`config.mk`:
```
export PLATFORM = sky130hd
export DESIGN_NAME = bg_tile_fetch
export DESIGN_NICKNAME = d
export VERILOG_FILES = /design/src/rtl/bg_fetch_pkg.sv /design/src/rtl/bg_coord_wrap.sv /design/src/rtl/bg_addr_gen.sv /design/src/rtl/bg_pixel_pick.sv /design/src/rtl/bg_tile_fetch.sv
export SDC_FILE = /design/constraint.sdc
export NUM_CORES = 1
export LEC_CHECK = 0
export CORE_MARGIN = 1.5
export CORE_UTILIZATION = 66
export CTS_CLUSTER_SIZE = 40
export DETAILED_ROUTE_END_ITERATION = 12
export DONT_BUFFER_PORTS = 1
export GPL_TIMING_DRIVEN = 1
export PLACE_DENSITY_LB_ADDON = 0.25
export SLEW_MARGIN = 20
export SYNTH_ARGS = -nofsm -noshare
export SYNTH_HDL_FRONTEND = slang
export SYNTH_SLANG_ARGS = --single-unit
```
`constraint.sdc`:
```
create_clock -name clk -period 5.8 [get_ports clk]
set_input_delay 0.29 -clock clk [delete_from_list [all_inputs] [get_ports clk]]
set_output_delay 0.29 -clock clk [all_outputs]
set_load 0.02 [all_outputs]
```
`src/rtl/bg_fetch_pkg.sv`:
```
package bg_fetch_pkg;

    localparam int MAP_PIX_W     = 9;        // map coordinates up to 512 pixels
    localparam int MAP_BLK_BYTES = 32'h800;  // one 32x32-entry map block
    localparam int CHR_BLK_BYTES = 32'h4000; // one tile data block

    typedef enum logic [2:0] {
        S_IDLE,
        S_MAP_REQ,
        S_MAP_WAIT,
        S_TILE_REQ,
        S_TILE_WAIT,
        S_OUT
    } fetch_state_e;

    // 16-bit map entry, most significant field first
    typedef struct packed {
        logic [3:0] bank;
        logic       vflip;
        logic       hflip;
        logic [9:0] tile;
    } map_entry_t;

    typedef struct packed {
        logic [1:0] size;
        logic [4:0] map_blk;
        logic [1:0] chr_blk;
        logic       color8;
    } layer_cfg_t;

    function automatic logic [2:0] mirror3(input logic [2:0] v, input logic flip);
        return v ^ {3{flip}};
    endfunction

endpackage

```
`src/rtl/bg_coord_wrap.sv`:
```
module bg_coord_wrap
    import bg_fetch_pkg::*;
#(
    parameter int SCR_W = 8
) (
    input  logic [SCR_W-1:0]     scr,
    input  logic [MAP_PIX_W-1:0] scroll,
    input  logic                 big,
    output logic [MAP_PIX_W-1:0] pos
);
    logic [MAP_PIX_W-1:0] sum;

    assign sum = MAP_PIX_W'(scr) + scroll;
    assign pos = big ? sum : {1'b0, sum[MAP_PIX_W-2:0]};
endmodule

```
`src/rtl/bg_addr_gen.sv`:
```
module bg_addr_gen
    import bg_fetch_pkg::*;
#(
    parameter int ADDR_W = 17
) (
    input  logic [MAP_PIX_W-1:0] sx,
    input  logic [MAP_PIX_W-1:0] sy,
    input  logic                 wide,
    input  logic [4:0]           map_blk,
    input  logic [1:0]           chr_blk,
    input  logic                 color8,
    input  map_entry_t           entry,
    output logic [ADDR_W-1:0]    map_addr,
    output logic [ADDR_W-1:0]    tile_addr,
    output logic [2:0]           col
);
    logic [5:0]  tx, ty;
    logic [1:0]  blk;
    logic [2:0]  row;
    logic [31:0] map_off, chr_off;

    assign tx  = sx[8:3];
    assign ty  = sy[8:3];
    assign blk = wide ? {ty[5], tx[5]} : {1'b0, ty[5]};

    assign map_off  = (32'(map_blk) + 32'(blk)) * MAP_BLK_BYTES
                    + 32'({ty[4:0], tx[4:0], 1'b0});
    assign map_addr = ADDR_W'(map_off);

    assign col = mirror3(sx[2:0], entry.hflip);
    assign row = mirror3(sy[2:0], entry.vflip);

    always_comb begin
        if (color8)
            chr_off = 32'({entry.tile, 6'b0}) + 32'({row, 3'b0}) + 32'({col[2:1], 1'b0});
        else
            chr_off = 32'({entry.tile, 5'b0}) + 32'({row, 2'b0}) + 32'({col[2], 1'b0});
    end

    assign tile_addr = ADDR_W'(32'(chr_blk) * CHR_BLK_BYTES + chr_off);
endmodule

```
`src/rtl/bg_pixel_pick.sv`:
```
module bg_pixel_pick (
    input  logic        color8,
    input  logic [3:0]  bank,
    input  logic [2:0]  col,
    input  logic [15:0] hw,
    output logic [7:0]  index,
    output logic        transp
);
    logic [15:0] shifted;
    logic [7:0]  byte_v;
    logic [3:0]  nib;

    assign shifted = hw >> {col[1:0], 2'b00};
    assign nib     = shifted[3:0];
    assign byte_v  = col[0] ? hw[15:8] : hw[7:0];

    always_comb begin
        if (color8) begin
            index  = byte_v;
            transp = (byte_v == 8'd0);
        end else begin
            index  = {bank, nib};
            transp = (nib == 4'd0);
        end
    end
endmodule

```
`src/rtl/bg_tile_fetch.sv`:
```
module bg_tile_fetch
    import bg_fetch_pkg::*;
#(
    parameter int ADDR_W  = 17,
    parameter int MEM_LAT = 2,
    parameter int SCR_W   = 8
) (
    input  logic                 clk,
    input  logic                 rst,
    input  logic                 req_valid,
    output logic                 req_ready,
    input  logic [SCR_W-1:0]     scr_x,
    input  logic [SCR_W-1:0]     scr_y,
    input  logic [MAP_PIX_W-1:0] hscroll,
    input  logic [MAP_PIX_W-1:0] vscroll,
    input  logic [1:0]           map_size,
    input  logic [4:0]           map_base,
    input  logic [1:0]           tile_base,
    input  logic                 color8,
    output logic                 mem_req,
    output logic [ADDR_W-1:0]    mem_addr,
    input  logic [15:0]          mem_rdata,
    output logic                 pix_valid,
    input  logic                 pix_ready,
    output logic [7:0]           pix_index,
    output logic                 pix_transparent
);
    localparam int CNT_W = $clog2(MEM_LAT + 1);

    fetch_state_e         state;
    logic [CNT_W-1:0]     lat_cnt;
    logic                 lat_done;
    layer_cfg_t           cfg_q;
    map_entry_t           entry_q;
    logic [MAP_PIX_W-1:0] sx_w, sy_w, sx_q, sy_q;
    logic [ADDR_W-1:0]    map_addr, tile_addr;
    logic [2:0]           col;
    logic [7:0]           pick_idx, idx_q;
    logic                 pick_tr, tr_q;

    bg_coord_wrap #(.SCR_W(SCR_W)) u_wrap_x (
        .scr(scr_x), .scroll(hscroll), .big(map_size[0]), .pos(sx_w)
    );
    bg_coord_wrap #(.SCR_W(SCR_W)) u_wrap_y (
        .scr(scr_y), .scroll(vscroll), .big(map_size[1]), .pos(sy_w)
    );

    bg_addr_gen #(.ADDR_W(ADDR_W)) u_addr (
        .sx(sx_q), .sy(sy_q), .wide(cfg_q.size[0]),
        .map_blk(cfg_q.map_blk), .chr_blk(cfg_q.chr_blk), .color8(cfg_q.color8),
        .entry(entry_q), .map_addr(map_addr), .tile_addr(tile_addr), .col(col)
    );

    bg_pixel_pick u_pick (
        .color8(cfg_q.color8), .bank(entry_q.bank), .col(col),
        .hw(mem_rdata), .index(pick_idx), .transp(pick_tr)
    );

    assign lat_done        = (lat_cnt == CNT_W'(MEM_LAT));
    assign req_ready       = (state == S_IDLE);
    assign mem_req         = (state == S_MAP_REQ) || (state == S_TILE_REQ);
    assign mem_addr        = (state == S_MAP_REQ) ? map_addr : tile_addr;
    assign pix_valid       = (state == S_OUT);
    assign pix_index       = idx_q;
    assign pix_transparent = tr_q;

    always_ff @(posedge clk) begin
        if (rst) begin
            state   <= S_IDLE;
            lat_cnt <= '0;
            cfg_q   <= '0;
            entry_q <= '0;
            sx_q    <= '0;
            sy_q    <= '0;
            idx_q   <= '0;
            tr_q    <= 1'b0;
        end else begin
            case (state)
                S_IDLE: if (req_valid) begin
                    sx_q  <= sx_w;
                    sy_q  <= sy_w;
                    cfg_q <= '{size: map_size, map_blk: map_base,
                               chr_blk: tile_base, color8: color8};
                    state <= S_MAP_REQ;
                end
                S_MAP_REQ: begin
                    lat_cnt <= CNT_W'(1);
                    state   <= S_MAP_WAIT;
                end
                S_MAP_WAIT: begin
                    if (lat_done) begin
                        entry_q <= map_entry_t'(mem_rdata);
                        state   <= S_TILE_REQ;
                    end else begin
                        lat_cnt <= lat_cnt + CNT_W'(1);
                    end
                end
                S_TILE_REQ: begin
                    lat_cnt <= CNT_W'(1);
                    state   <= S_TILE_WAIT;
                end
                S_TILE_WAIT: begin
                    if (lat_done) begin
                        idx_q <= pick_idx;
                        tr_q  <= pick_tr;
                        state <= S_OUT;
                    end else begin
                        lat_cnt <= lat_cnt + CNT_W'(1);
                    end
                end
                S_OUT: if (pix_ready) state <= S_IDLE;
                default: state <= S_IDLE;
            endcase
        end
    end

    // read strobes are isolated single cycles on even addresses
    p_single_req_r2: assert property (@(posedge clk) disable iff (rst)
        mem_req |=> !mem_req);
    p_even_addr_r2: assert property (@(posedge clk) disable iff (rst)
        mem_req |-> (mem_addr[0] == 1'b0));
    p_busy_r2: assert property (@(posedge clk) disable iff (rst)
        pix_valid |-> !req_ready);

    // the map read stays inside the map span chosen by the size code
    p_map_span_r5: assert property (@(posedge clk) disable iff (rst)
        (state == S_MAP_REQ) |->
            ((int'(mem_addr) >= int'(cfg_q.map_blk) * MAP_BLK_BYTES) &&
             (int'(mem_addr) < int'(cfg_q.map_blk) * MAP_BLK_BYTES
                 + (MAP_BLK_BYTES << (int'(cfg_q.size[0]) + int'(cfg_q.size[1]))))));

    // the tile read starts no lower than the tile data block
    p_tile_floor_r8: assert property (@(posedge clk) disable iff (rst)
        (state == S_TILE_REQ) |-> (int'(mem_addr) >= int'(cfg_q.chr_blk) * CHR_BLK_BYTES));

    // a zero index is always flagged transparent
    p_zero_transp_r11: assert property (@(posedge clk) disable iff (rst)
        (pix_valid && pix_index == 8'd0) |-> pix_transparent);

    // output holds under back-pressure
    p_hold_r12: assert property (@(posedge clk) disable iff (rst)
        (pix_valid && !pix_ready) |=>
            (pix_valid && $stable(pix_index) && $stable(pix_transparent)));
endmodule

```
# After elaboration in Yosys (flattened, before gate mapping)
# Cells that the tools add are included.
dict set report op_classes {
  add_sub_neg 10
  mul 0
  n_div 0
  order_cmp 0
  n_eq_ne 11
  n_shift 1
  mux 15
  bitwise_logic 2
  n_reduce_logical 12
}
# cell n
set op_table {}
lappend op_table {{17-bit 2-to-1 mux} 2}
lappend op_table {{8-bit by 9-bit adder with 9-bit output} 2}
lappend op_table {{9-bit 2-to-1 mux} 2}
lappend op_table {{3-bit case mux with 6 select lines} 1}
lappend op_table {{16-bit by 17-bit adder with 17-bit output} 1}
lappend op_table {{16-bit by 2-bit adder with 17-bit output} 1}
lappend op_table {{16-bit by 6-bit adder with 17-bit output} 1}
lappend op_table {{17-bit by 11-bit adder with 17-bit output} 1}
lappend op_table {{17-bit by 3-bit adder with 17-bit output} 1}
lappend op_table {{15-bit by 5-bit adder with 16-bit output} 1}
lappend op_table {{8-bit 2-to-1 mux} 2}
lappend op_table {{16-bit by 4-bit right shift with 4-bit output} 1}
lappend op_table {{3-bit 2-to-1 mux} 4}
lappend op_table {{8-bit zero test} 1}
lappend op_table {{2-bit != test, second input constant} 4}
lappend op_table {{2-bit AND reduction} 4}
lappend op_table {{5-bit by 2-bit adder with 6-bit output} 1}
lappend op_table {{3-bit by 2-bit equality test with 1-bit output, second input constant} 2}
lappend op_table {{3-bit equality test, second input constant} 2}
lappend op_table {{3-bit XOR} 2}
lappend op_table {{4-bit zero test} 1}
lappend op_table {{2-bit 2-to-1 mux} 2}
lappend op_table {{2-bit case mux with 2 select lines} 1}
lappend op_table {{4-bit AND reduction} 1}
lappend op_table {{other kinds (9)} 10}
dict set report totals {
  ff_bits 57
  latch_bits 0
  mem_bits_rw 0
  mem_bits_ro 0
  in_bits 64
  out_inout_bits 29
  elab_cells 65
  mem_count 0
}

# Depth between registers and ports, before layout
# Gate-level depths: netlist of the first run.
dict set report depth {
  ltp_word 6
  depth_mapped 8
  depth_no_buf 7
}

# Cells and area by module
# From an unflattened synthesis of the first run, not the netlist that was laid out.
dict set report hier_totals {
  cells_unflattened 476
  area_unflattened_um2 4055.1
}
# module instances cells_per_inst area_per_inst_um2 seq_area_each_um2
set modules_own_cells {}
lappend modules_own_cells {bg_tile_fetch 1 290 2464.9 1141.1}
lappend modules_own_cells {bg_coord_wrap 2 45 360.3 0.0}
lappend modules_own_cells {bg_addr_gen 1 56 550.5 0.0}
lappend modules_own_cells {bg_pixel_pick 1 40 319.1 0.0}

# Worst setup path before layout of the first run
# OpenSTA, ideal clock, no wires.
dict set report synth_timing {
  kind {register -> output}
  from {reg cfg_q[0] (netlist name)}
  to {out mem_addr[15]}
  t_arrival_ns 2.429
  t_required_ns 5.510
  slack_ns 3.081
  stages_incl_launch_ff 8
  path_buffers 2
  cell_sequence {dfxtp_1 -> clkbuf_1 -> buf_1 -> mux2_2 -> ha_1 -> inv_1 -> fa_1 -> mux2i_1}
}
dict set report synth_via {
  elab_chain_len 3
}
# element line_no
set synth_rtl {}
lappend synth_rtl {{from (decl)} bg_tile_fetch.sv:33} ;# layer_cfg_t cfg_q;
lappend synth_rtl {{from (signal assigned)} bg_tile_fetch.sv:82} ;# cfg_q <= '{size: map_size, map_blk: map_base,
lappend synth_rtl {{17-bit 2-to-1 mux} bg_addr_gen.sv:34} ;# if (color8)
lappend synth_rtl {{16-bit by 17-bit adder with 17-bit output} bg_addr_gen.sv:40} ;# assign tile_addr = ADDR_W'(32'(chr_blk) * CHR_BLK_BYTES + chr_off);
lappend synth_rtl {{17-bit 2-to-1 mux} bg_tile_fetch.sv:62} ;# assign mem_addr = (state == S_MAP_REQ) ? map_addr : tile_addr;
lappend synth_rtl {{to (decl)} bg_tile_fetch.sv:21} ;# output logic [ADDR_W-1:0] mem_addr,
# No other way between the ends.

# Worst setup path after layout of the first run
dict set report layout_timing {
  from {reg state[0]}
  to {out mem_addr[12]}
}
dict set report layout_via {
  elab_chain_len 2
}
# element line_no
set layout_rtl {}
lappend layout_rtl {{from (decl)} bg_tile_fetch.sv:30} ;# fetch_state_e state;
lappend layout_rtl {{from (signal assigned)} bg_tile_fetch.sv:69} ;# state <= S_IDLE;
lappend layout_rtl {{from (signal assigned)} bg_tile_fetch.sv:84} ;# state <= S_MAP_REQ;
lappend layout_rtl {{from (signal assigned)} bg_tile_fetch.sv:88} ;# state <= S_MAP_WAIT;
lappend layout_rtl {{3-bit by 1-bit equality test with 1-bit output} bg_tile_fetch.sv:62}
lappend layout_rtl {{17-bit 2-to-1 mux} bg_tile_fetch.sv:62}
# No other way between the ends.

==> impl_metrics.prom, run 1 <==
# TYPE chip_impl_metric gauge
chip_impl_info{name="status",value="finished, final reports clean"} 1
chip_impl_metric{name="r2r_slack",unit="ns"} 3.52
chip_impl_metric{name="ys_seq_elements",unit=""} 57
chip_impl_info{name="synthFlopType",value="dfxtp_1"} 1
chip_impl_metric{name="drv_slew",unit=""} 0
chip_impl_info{name="rr_startpoint",value="entry_q[10]"} 1
chip_impl_metric{name="fill_cells",unit=""} 474
chip_impl_metric{name="finalSetupViolations",unit=""} 0
chip_impl_metric{name="wl",unit="µm"} 8660
chip_impl_metric{name="finalHoldViolCount",unit=""} 0
chip_impl_metric{name="dp_slack",unit="ns"} 3.57
chip_impl_info{name="start_kind",value="flip-flop"} 1
chip_impl_metric{name="synth_nets",unit=""} 590
chip_impl_info{name="synthMostInstantiatedCell",value="nand2_1"} 1
chip_impl_metric{name="slew_headroom",unit=""} 0.379
chip_impl_info{name="unrepaired_setup_endpoints_after_global_routing",value="no"} 1
chip_impl_metric{name="worst_slew_pin_slew",unit="ns"} 0.928
chip_impl_metric{name="multiInputGateArea",unit="µm²"} 2520
chip_impl_metric{name="routabilityCongestion",unit=""} 0.963
chip_impl_metric{name="final-seq-area",unit="µm²"} 1140
chip_impl_metric{name="per_cell_routed_wire_length",unit="µm"} 15.5
chip_impl_info{name="cts_tree",value="done"} 1
chip_impl_metric{name="first_global_vias",unit=""} 3094
chip_impl_info{name="crit-reg2reg-capture",value="pix_index[1]"} 1
chip_impl_metric{name="path_max_fanout",unit=""} 31
chip_impl_metric{name="detailedRoute.firstIterationViolations",unit=""} 163
chip_impl_metric{name="core_area",unit="µm²"} 5570
chip_impl_metric{name="ir_worst_vdd",unit="mV"} 0.197
chip_impl_metric{name="average_size_of_a_mapped_cell",unit="µm²"} 7.66
chip_impl_info{name="clock_tree.root_cell",value="clkbuf_8"} 1
chip_impl_metric{name="clkLatencyLatePin",unit="ns"} 0.34
chip_impl_metric{name="cts_buffers",unit=""} 9
chip_impl_metric{name="cts.repair_timing.setup_buffer_count",unit=""} 0
chip_impl_metric{name="period_needed",unit="ns"} 2.43
chip_impl_metric{name="numClockSinks",unit=""} 57
chip_impl_metric{name="wire_length_of_the_first_global_routing_pass",unit="µm"} 14000
chip_impl_info{name="endpoint_kind",value="output pin"} 1
chip_impl_metric{name="power_leakage",unit="µW"} 0.00145
chip_impl_metric{name="drt-vias-per-instance",unit=""} 6.24
chip_impl_info{name="slowest_stage",value="dfxtp_1"} 1
chip_impl_metric{name="post_route_cells_drive_above_1_share",unit=""} 0.0554
chip_impl_metric{name="achievable-frequency",unit="GHz"} 0.411
chip_impl_metric{name="final-instance-count-excl-fill",unit=""} 559
chip_impl_metric{name="yosys.area.top_type_share",unit=""} 0.297
chip_impl_metric{name="synth_edf_count",unit=""} 0
chip_impl_metric{name="detailedRoute.firstPassIterationCount",unit=""} 4
chip_impl_metric{name="worst_path_setup_slack_after_routing",unit="ns"} 3.37
chip_impl_metric{name="synth-seq-area-share",unit=""} 0.297
chip_impl_info{name="hp-class",value="in -> reg"} 1
chip_impl_metric{name="layout_worst_path_cycle_share",unit=""} 0.419
chip_impl_metric{name="dp_hpwl",unit="µm"} 6210
chip_impl_metric{name="min_path_cells",unit=""} 1
chip_impl_metric{name="final_nets",unit=""} 571
chip_impl_metric{name="reg2regPathDepth",unit=""} 4
chip_impl_metric{name="placed_area",unit="µm²"} 3830
chip_impl_metric{name="highest_cell_delay_on_the_worst_timing_path",unit="ns"} 0.58
chip_impl_metric{name="critPathArrivalTime",unit="ns"} 2.14
chip_impl_metric{name="final_design_area_no_fill",unit="µm²"} 4000
chip_impl_metric{name="netlist-cell-type-count",unit=""} 57
chip_impl_metric{name="async_flop_share",unit=""} 0
chip_impl_metric{name="grt.total_usage",unit=""} 0.281
chip_impl_info{name="worst_hold_startpoint",value="rst"} 1
chip_impl_metric{name="detailroute.via_count",unit=""} 3486
chip_impl_metric{name="cts_resized",unit=""} 0
chip_impl_metric{name="path_clk_slew",unit="ns"} 0.06
chip_impl_metric{name="number_of_port_buffers",unit=""} 0
chip_impl_info{name="synth.top_cells.by_count",value="nand2_1, a21oi_1, dfxtp_1"} 1
chip_impl_metric{name="chipWidth",unit="µm"} 79.3
chip_impl_metric{name="antenna_found_initial",unit=""} 0
chip_impl_metric{name="placement_rows",unit=""} 27
chip_impl_metric{name="cts.hold.buffers_added",unit=""} 0
chip_impl_metric{name="timing.clock.skew",unit="ns"} 0.00506
chip_impl_info{name="timing.critical_path.cells",value="inv_1 -> nor3_2 -> buf_4 -> a211oi_1 -> a21oi_1"} 1
chip_impl_metric{name="global_route.overflow_total",unit=""} 0
chip_impl_metric{name="largest_net_degree_at_the_start_of_global_routing",unit=""} 73
chip_impl_info{name="synth.area.top_cells",value="dfxtp_1, nand2_1, a21oi_1"} 1
chip_impl_metric{name="synth_cells",unit=""} 502
chip_impl_info{name="post_synth_top_area_cell",value="dfxtp_1"} 1
chip_impl_metric{name="die-area",unit="µm²"} 6290
chip_impl_info{name="worstSetupPathType",value="reg -> out"} 1
chip_impl_metric{name="yosys_warnings",unit=""} 0
chip_impl_metric{name="postRouteAntennaNets",unit=""} 0
chip_impl_metric{name="p_per_area",unit="nW/µm²"} 266
chip_impl_metric{name="drc_errors",unit=""} 0
chip_impl_metric{name="syn-cell-area",unit="µm²"} 3840
chip_impl_metric{name="dp_cells",unit=""} 544
chip_impl_metric{name="die_y",unit="µm"} 79.3
chip_impl_metric{name="layout-area-overhead-vs-synth",unit="%"} 4.10
chip_impl_metric{name="initial_utilization",unit=""} 0.690
chip_impl_metric{name="crit_required",unit="ns"} 5.51
chip_impl_metric{name="floorplan.io_pins",unit=""} 93
chip_impl_metric{name="ctsHtreeMaxLevel",unit=""} 3
chip_impl_metric{name="drv_cap",unit=""} 0
chip_impl_metric{name="antenna_cells",unit=""} 0
chip_impl_info{name="whs_endpoint",value="sx_q[6]"} 1
chip_impl_metric{name="fin_tns_setup",unit="ns"} 0
chip_impl_metric{name="max-clock-path-buffers",unit=""} 2
how the worst max path moves through the flow:
stage / startpoint / end / slack, ns
6_report: state[0] / mem_addr[12] / 3.37
5_1_grt: state[0] / mem_addr[16] / 3.20
4_1_cts: state[0] / mem_addr[12] / 3.33
3_5_place_dp: entry_q[10] / pix_index[1] / 3.57
3_3_place_gp: entry_q[10] / pix_index[1] / 3.64
2_1_floorplan: cfg_q[0] / mem_addr[15] / 3.08
metrics by stage:
stage	util	power [µW]	hold slack [ns]
after floorplan	-	683	0.426
after CTS	0.718	1070	0.0118
after detailed placement	0.686	724	0.368
after global routing	0.718	1120	0.0110
after global placement	0.686	714	0.369
final	0.718	1070	0.0394
state kept, by name, indices dropped and copies added (netlist names):
| signal | flops |
|---|---|
| cfg_q | 9 |
| pix_index | 8 |
| sx_q | 9 |
| entry_q | 16 |
| pix_transparent | 1 |
| state | 3 |
| lat_cnt | 2 |
| sy_q | 9 |
logic make-up after synthesis:
family | after synthesis | share of synthesized area
multiplexers | 21 | 0.0735
AO/OA/AOI/OAI | 132 | 0.211
flip-flops | 57 | 0.297
other | 1 | 0.000975
buffers and inverters | 46 | 0.0491
AND/OR/NAND/NOR | 205 | 0.247
adder cells (fa/ha/maj) | 24 | 0.0859
XOR/XNOR | 16 | 0.0364
layer usage:
metal  global-route usage  vias up  wire [µm]
li1                     -     1733          -
met2                0.470      120       4180
met4               0.0895        0        134
met1                0.351     1617       3670
met3               0.0736       16        672
met5                    0        -          0
placed cells by master, fill, tap and decap left out, types with 8 or more instances in the layout:
cell and n:
nor2_1 34, clkbuf_8 9, xnor2_1 9, ha_1 20, nand2_1 108, o21ai_0 23, dfxtp_1 57, nor2b_1 10
nand3b_1 8, inv_1 12, a21oi_1 62, mux2i_1 14, nor3_1 10, nand3_1 10
cell type report:
cell class,instances,share of cell area
tap,72,0.0225
multi-input combinational,399,0.630
clock inverter,4,0.0113
sequential,57,0.285
inverter,12,0.0113
clock buffer,11,0.0328
timing repair buffer,4,0.00750
where the power goes:
group / switching (µW) / total [µW] / internal (µW)
Combinational: 159 / 262 / 103
Sequential: 33.6 / 454 / 421
Clock: 156 / 350 / 194
critical path, delay by kind of cell (launching register included):
family | cells | cell delay, ns
buffers and inverters | 2 | 0.50
AND/OR/NAND/NOR | 1 | 0.21
flip-flops | 1 | 0.58
AO/OA/AOI/OAI | 2 | 0.50
Note: power is estimated with default switching activity, not from simulation.
==> run 2: changes to the inputs <==
--- a/config.mk
+++ b/config.mk
@@ -6,7 +6,7 @@
 export NUM_CORES = 1
 export LEC_CHECK = 0
 export CORE_MARGIN = 1.5
-export CORE_UTILIZATION = 66
+export CORE_UTILIZATION = 64
 export CTS_CLUSTER_SIZE = 40
 export DETAILED_ROUTE_END_ITERATION = 12
 export DONT_BUFFER_PORTS = 1
==> constraint.sdc (replaced) <==
create_clock -name clk -period 2.5 [get_ports clk]
set_input_delay 0.125 -clock clk [delete_from_list [all_inputs] [get_ports clk]]
set_output_delay 0.125 -clock clk [all_outputs]
set_load 0.02 [all_outputs]
==> run 2 against run 1 <==
Compared with the run above: clock skew is 0.0059 ns higher; die area is 3.0% higher; core utilization is 4.6 points higher; via count is 10% higher; sequential power is 130% higher; register-to-register slack worse by 3.2 ns; highest routed layer unchanged.
==> impl_metrics.prom, run 2 (synthesis results as in run 1) <==
# TYPE chip_impl_metric gauge
chip_impl_metric{name="worst_path_setup_slack_after_routing",unit="ns"} 0.255
chip_impl_metric{name="detailedRoute.firstPassIterationCount",unit=""} 5
chip_impl_metric{name="largest_net_degree_at_the_start_of_global_routing",unit=""} 59
chip_impl_metric{name="drt-vias-per-instance",unit=""} 6.32
chip_impl_metric{name="antenna_cells",unit=""} 0
chip_impl_metric{name="grt.total_usage",unit=""} 0.318
chip_impl_metric{name="fin_tns_setup",unit="ns"} 0
chip_impl_metric{name="grt_util_met1",unit=""} 0.397
chip_impl_metric{name="core_area",unit="µm²"} 5850
chip_impl_metric{name="clkLatencyLatePin",unit="ns"} 0.35
chip_impl_metric{name="timing.clock.skew",unit="ns"} 0.0109
chip_impl_metric{name="drv_cap",unit=""} 0
chip_impl_info{name="mostFrequentLayoutCells",value="nand2_1, a21oi_1, dfxtp_1, nor2_1, dlygate4sd3_1"} 1
chip_impl_metric{name="die_y",unit="µm"} 80.5
chip_impl_metric{name="crit_required",unit="ns"} 2.38
chip_impl_metric{name="path_clk_slew",unit="ns"} 0.07
chip_impl_metric{name="detailroute.via_count",unit=""} 3848
chip_impl_metric{name="largest_reg_flops",unit=""} 16
chip_impl_metric{name="use_met3",unit=""} 0.0841
chip_impl_metric{name="ctsHtreeMaxLevel",unit=""} 3
chip_impl_info{name="gr-max-usage-layer",value="met2"} 1
chip_impl_metric{name="slew_headroom",unit=""} 0.505
chip_impl_metric{name="path_max_fanout",unit=""} 3
chip_impl_metric{name="number_of_port_buffers",unit=""} 0
chip_impl_metric{name="global_route.overflow_total",unit=""} 0
chip_impl_info{name="unrepaired_setup_endpoints_after_global_routing",value="no"} 1
chip_impl_info{name="worst_hold_startpoint",value="rst"} 1
chip_impl_info{name="endpoint_kind",value="output pin"} 1
chip_impl_metric{name="initial_utilization",unit=""} 0.657
chip_impl_metric{name="p_per_area",unit="nW/µm²"} 607
chip_impl_info{name="start_kind",value="flip-flop"} 1
chip_impl_metric{name="placement_rows",unit=""} 28
chip_impl_metric{name="antenna_found_initial",unit=""} 0
chip_impl_info{name="regMostFlops",value="entry_q"} 1
chip_impl_metric{name="detailedRoute.firstIterationViolations",unit=""} 277
chip_impl_metric{name="floorplan.io_pins",unit=""} 93
chip_impl_metric{name="postRouteAntennaNets",unit=""} 0
chip_impl_info{name="final_common_cell",value="nand2_1"} 1
chip_impl_metric{name="finalSetupViolations",unit=""} 0
chip_impl_metric{name="max-clock-path-buffers",unit=""} 2
chip_impl_metric{name="met2_usage_in_global_routing",unit=""} 0.516
chip_impl_metric{name="cts_buffers",unit=""} 9
chip_impl_metric{name="numClockSinks",unit=""} 57
chip_impl_info{name="rr_startpoint",value="entry_q[10]"} 1
chip_impl_metric{name="critPathArrivalTime",unit="ns"} 2.12
chip_impl_metric{name="wire_length_of_the_first_global_routing_pass",unit="µm"} 15900
chip_impl_metric{name="finalHoldViolCount",unit=""} 0
chip_impl_info{name="cp-startpoint",value="cfg_q[8]"} 1
chip_impl_metric{name="chipWidth",unit="µm"} 80.5
chip_impl_info{name="hp-class",value="in -> reg"} 1
chip_impl_metric{name="power_leakage",unit="µW"} 0.00168
chip_impl_metric{name="drv_slew",unit=""} 0
chip_impl_metric{name="cts_resized",unit=""} 0
chip_impl_metric{name="period_needed",unit="ns"} 2.25
chip_impl_metric{name="die-area",unit="µm²"} 6480
chip_impl_info{name="clock_tree.root_cell",value="clkbuf_8"} 1
chip_impl_metric{name="first_global_vias",unit=""} 3413
chip_impl_metric{name="ir_worst_vdd",unit="mV"} 0.470
chip_impl_metric{name="final_nets",unit=""} 617
chip_impl_metric{name="fill_cells",unit=""} 431
chip_impl_metric{name="cts.hold.buffers_added",unit=""} 27
chip_impl_info{name="status",value="finished, final reports clean"} 1
chip_impl_metric{name="dp_hpwl",unit="µm"} 6530
chip_impl_metric{name="wl",unit="µm"} 10200
chip_impl_metric{name="routabilityCongestion",unit=""} 0.911
chip_impl_metric{name="drc_errors",unit=""} 0
chip_impl_metric{name="layout_worst_path_cycle_share",unit=""} 0.898
chip_impl_metric{name="layout-area-overhead-vs-synth",unit="%"} 16.3
chip_impl_metric{name="cts.repair_timing.setup_buffer_count",unit=""} 0
chip_impl_metric{name="dp_slack",unit="ns"} 0.448
chip_impl_info{name="cts_tree",value="done"} 1
chip_impl_metric{name="post_route_cells_drive_above_1_share",unit=""} 0.0918
chip_impl_metric{name="per_cell_routed_wire_length",unit="µm"} 16.7
chip_impl_metric{name="achievable-frequency",unit="GHz"} 0.445
chip_impl_info{name="worstSetupPathType",value="reg -> out"} 1
chip_impl_metric{name="worst_slew_pin_slew",unit="ns"} 0.735
run 2: worst paths after layout:
check | to | cells after the start | slack, ns
hold / removal | sy_q[5] | 2 | 0.01
setup reg to reg | pix_transparent | 5 | 0.37
setup / recovery | mem_addr[15] | 8 | 0.25
hold reg to reg | sy_q[4] | 2 | 0.46
run 2: cell type report:
class                   instances  area [µm²]  area share
clock buffers                  12         165      0.0369
clock inverters                 4        50.0      0.0112
inverters                      12        45.0      0.0101
multi-input cells             399        2520       0.564
flip-flops and latches         57        1140       0.255
well taps                      75        93.8      0.0210
repair buffers                 50         455       0.102
run 2: per-stage QoR:
step	cell area, µm²	std cells	total power, µW	utilization	hold WS [ns]
final	4470	609	2720	0.764	0.0117
after detailed placement	3970	565	1730	0.678	0.202
after global routing	4470	609	2840	0.764	0.00182
after floorplan	3850	502	1590	-	0.261
after global placement	3970	565	1700	0.678	0.203
after CTS	4460	608	2700	0.762	0.000630
run 2: worst max-delay path, cell delays in order, from the launching register on:
cell	delay, ns
dfxtp_1	0.33
mux2_2	0.23
ha_1	0.17
inv_1	0.06
fa_1	0.40
nor2_1	0.16
xnor2_1	0.15
mux2i_1	0.10
buf_4	0.17
run 2: where the power goes:
group | leakage [µW] | switching, µW | internal (µW)
registers | 0.000464 | 74.7 | 976
clock network | 0.000105 | 396 | 540
logic | 0.00111 | 418 | 311
total | 0.00168 | 890 | 1830
run 2: layer usage:
layer | vias up | wire length, µm
met4 | 0 | 286
met5 | - | 0
met2 | 206 | 4850
met1 | 1780 | 4070
met3 | 36 | 971
li1 | 1826 | -
==> run 3: changes to the inputs <==
--- a/config.mk
+++ b/config.mk
@@ -12,6 +12,7 @@
 export DONT_BUFFER_PORTS = 1
 export GPL_TIMING_DRIVEN = 1
 export PLACE_DENSITY_LB_ADDON = 0.25
+export RECOVER_POWER = 25
 export SLEW_MARGIN = 20
 export SYNTH_ARGS = -nofsm -noshare
 export SYNTH_HDL_FRONTEND = slang
==> run 3 against run 2 <==
Compared with the run above: via count is 0.18% lower; die area stayed put; final cell count stayed put; critical path type is now reg -> reg.
==> impl_metrics.prom, run 3 (synthesis results as in run 1) <==
# TYPE chip_impl_metric gauge
chip_impl_metric{name="met2_usage_in_global_routing",unit=""} 0.516
chip_impl_info{name="rr_startpoint",value="state[1]"} 1
chip_impl_metric{name="die-area",unit="µm²"} 6480
chip_impl_metric{name="wl",unit="µm"} 10200
chip_impl_metric{name="cts_resized",unit=""} 0
chip_impl_metric{name="crit_required",unit="ns"} 2.78
chip_impl_metric{name="max-clock-path-buffers",unit=""} 2
chip_impl_metric{name="path_max_fanout",unit=""} 27
chip_impl_metric{name="antenna_found_initial",unit=""} 0
chip_impl_info{name="worstSetupPathType",value="reg -> reg"} 1
chip_impl_info{name="status",value="finished, final reports clean"} 1
chip_impl_info{name="hp-class",value="in -> reg"} 1
chip_impl_info{name="timing.critical_path.cells",value="nor3_1 -> clkbuf_1 -> nand4b_1 -> or3_1 -> nand3_1"} 1
chip_impl_info{name="clock_tree.root_cell",value="clkbuf_8"} 1
chip_impl_metric{name="clkLatencyLatePin",unit="ns"} 0.35
chip_impl_info{name="slowest_stage",value="clkbuf_1"} 1
chip_impl_metric{name="detailedRoute.firstIterationViolations",unit=""} 272
chip_impl_metric{name="p_per_area",unit="nW/µm²"} 607
chip_impl_metric{name="placement_rows",unit=""} 28
chip_impl_metric{name="final_design_area_no_fill",unit="µm²"} 4460
chip_impl_metric{name="drv_slew",unit=""} 0
chip_impl_metric{name="antenna_cells",unit=""} 0
chip_impl_metric{name="finalHoldViolCount",unit=""} 0
chip_impl_info{name="worst_hold_startpoint",value="rst"} 1
chip_impl_metric{name="grt.total_usage",unit=""} 0.318
chip_impl_metric{name="floorplan.io_pins",unit=""} 93
chip_impl_info{name="start_kind",value="flip-flop"} 1
chip_impl_metric{name="detailroute.via_count",unit=""} 3841
chip_impl_metric{name="die_y",unit="µm"} 80.5
chip_impl_metric{name="finalSetupViolations",unit=""} 0
chip_impl_metric{name="largest_net_degree_at_the_start_of_global_routing",unit=""} 59
chip_impl_metric{name="use_met3",unit=""} 0.0841
chip_impl_info{name="mostFrequentLayoutCells",value="nand2_1, a21oi_1, dfxtp_1, nor2_1, dlygate4sd3_1"} 1
chip_impl_info{name="final_common_cell",value="nand2_1"} 1
chip_impl_info{name="cp-startpoint",value="state[1]"} 1
chip_impl_info{name="cts_tree",value="done"} 1
chip_impl_metric{name="highest_cell_delay_on_the_worst_timing_path",unit="ns"} 0.86
chip_impl_metric{name="layout_worst_path_cycle_share",unit=""} 0.903
chip_impl_metric{name="post_route_cells_drive_above_1_share",unit=""} 0.0880
chip_impl_info{name="regMostFlops",value="entry_q"} 1
chip_impl_metric{name="fill_cells",unit=""} 432
chip_impl_metric{name="drv_cap",unit=""} 0
chip_impl_metric{name="slew_headroom",unit=""} 0.239
chip_impl_metric{name="power_leakage",unit="µW"} 0.00168
chip_impl_metric{name="numClockSinks",unit=""} 57
chip_impl_metric{name="first_global_vias",unit=""} 3413
chip_impl_metric{name="fin_tns_setup",unit="ns"} 0
chip_impl_metric{name="postRouteAntennaNets",unit=""} 0
chip_impl_info{name="gr-max-usage-layer",value="met2"} 1
chip_impl_info{name="unrepaired_setup_endpoints_after_global_routing",value="no"} 1
chip_impl_metric{name="cts_buffers",unit=""} 9
chip_impl_metric{name="largest_reg_flops",unit=""} 16
chip_impl_metric{name="grt_util_met1",unit=""} 0.397
chip_impl_metric{name="core_area",unit="µm²"} 5850
chip_impl_metric{name="path_clk_slew",unit="ns"} 0.07
chip_impl_metric{name="reg2regPathDepth",unit=""} 5
chip_impl_metric{name="number_of_port_buffers",unit=""} 0
chip_impl_metric{name="cts.repair_timing.setup_buffer_count",unit=""} 0
chip_impl_metric{name="achievable-frequency",unit="GHz"} 0.443
chip_impl_metric{name="initial_utilization",unit=""} 0.657
chip_impl_metric{name="min_path_cells",unit=""} 2
chip_impl_metric{name="wire_length_of_the_first_global_routing_pass",unit="µm"} 15900
chip_impl_metric{name="timing.clock.skew",unit="ns"} 0.0112
chip_impl_metric{name="critPathArrivalTime",unit="ns"} 2.54
chip_impl_metric{name="ir_worst_vdd",unit="mV"} 0.470
chip_impl_metric{name="period_needed",unit="ns"} 2.26
chip_impl_metric{name="detailedRoute.firstPassIterationCount",unit=""} 5
chip_impl_metric{name="routabilityCongestion",unit=""} 0.911
chip_impl_metric{name="placed_area",unit="µm²"} 3970
chip_impl_metric{name="per_cell_routed_wire_length",unit="µm"} 16.7
chip_impl_metric{name="layout-area-overhead-vs-synth",unit="%"} 16.0
chip_impl_info{name="endpoint_kind",value="flip-flop"} 1
chip_impl_metric{name="final_nets",unit=""} 617
chip_impl_metric{name="dp_hpwl",unit="µm"} 6530
chip_impl_metric{name="drt-vias-per-instance",unit=""} 6.31
chip_impl_metric{name="chipWidth",unit="µm"} 80.5
chip_impl_metric{name="ctsHtreeMaxLevel",unit=""} 3
chip_impl_metric{name="worst_slew_pin_slew",unit="ns"} 1.14
chip_impl_metric{name="global_route.overflow_total",unit=""} 0
chip_impl_metric{name="drc_errors",unit=""} 0
## run 3: cell count changes in the layout (fill, tap and decap cells not counted), sizes merged
cell,before,now
clkbuf,12,13
buf,23,22
## run 3: where the power goes
| part | internal, µW | switching, µW |
|---|---|---|
| Combinational | 308 | 419 |
| Sequential | 976 | 73.9 |
| Clock | 540 | 394 |
## run 3: per-layer routing
| metal | vias up | part of all wire |
|---|---|---|
| li1 | 1825 | - |
| met1 | 1795 | 0.41 |
| met2 | 191 | 0.48 |
| met3 | 30 | 0.087 |
| met4 | 0 | 0.021 |
| met5 | - | 0 |
## run 3: cell type report
type | instances | area (µm²) | area share
well taps | 75 | 93.8 | 0.0210
flip-flops and latches | 57 | 1140 | 0.256
multi-input cells | 399 | 2510 | 0.564
repair buffers | 50 | 452 | 0.101
inverters | 12 | 45.0 | 0.0101
clock buffers | 12 | 165 | 0.0370
clock inverters | 4 | 50.0 | 0.0112
## run 3: worst paths after layout
check / to / slack (ns)
worst max-delay path: sy_q[8] / 0.24
worst min-delay path: sy_q[5] / 0.01
worst max register to register: sy_q[8] / 0.24
worst min register to register: sy_q[4] / 0.46
## run 3: metrics by stage
step	std cells	util	power [µW]	worst slack (ns)	hold slack, ns
floorplan	502	-	1590	0.109	0.261
global placement	565	0.678	1700	0.536	0.203
detailed placement	565	0.678	1730	0.448	0.202
CTS	608	0.762	2700	0.242	0.000630
global route	609	0.763	2840	0.0487	0.00182
finish	609	0.763	2710	0.242	0.0122
## run 3: critical path, delay by kind of cell, from the launching register on
kind | cells | cell delay (ns)
DFF | 1 | 0.46
and+or+nand+nor | 4 | 0.85
buffers and inverters | 1 | 0.86
## run 3: timing repair
item                       in CTS  in global routing
setup endpoints to repair       0                  0
hold buffers                   27                  1
hold endpoints to repair       54                  1
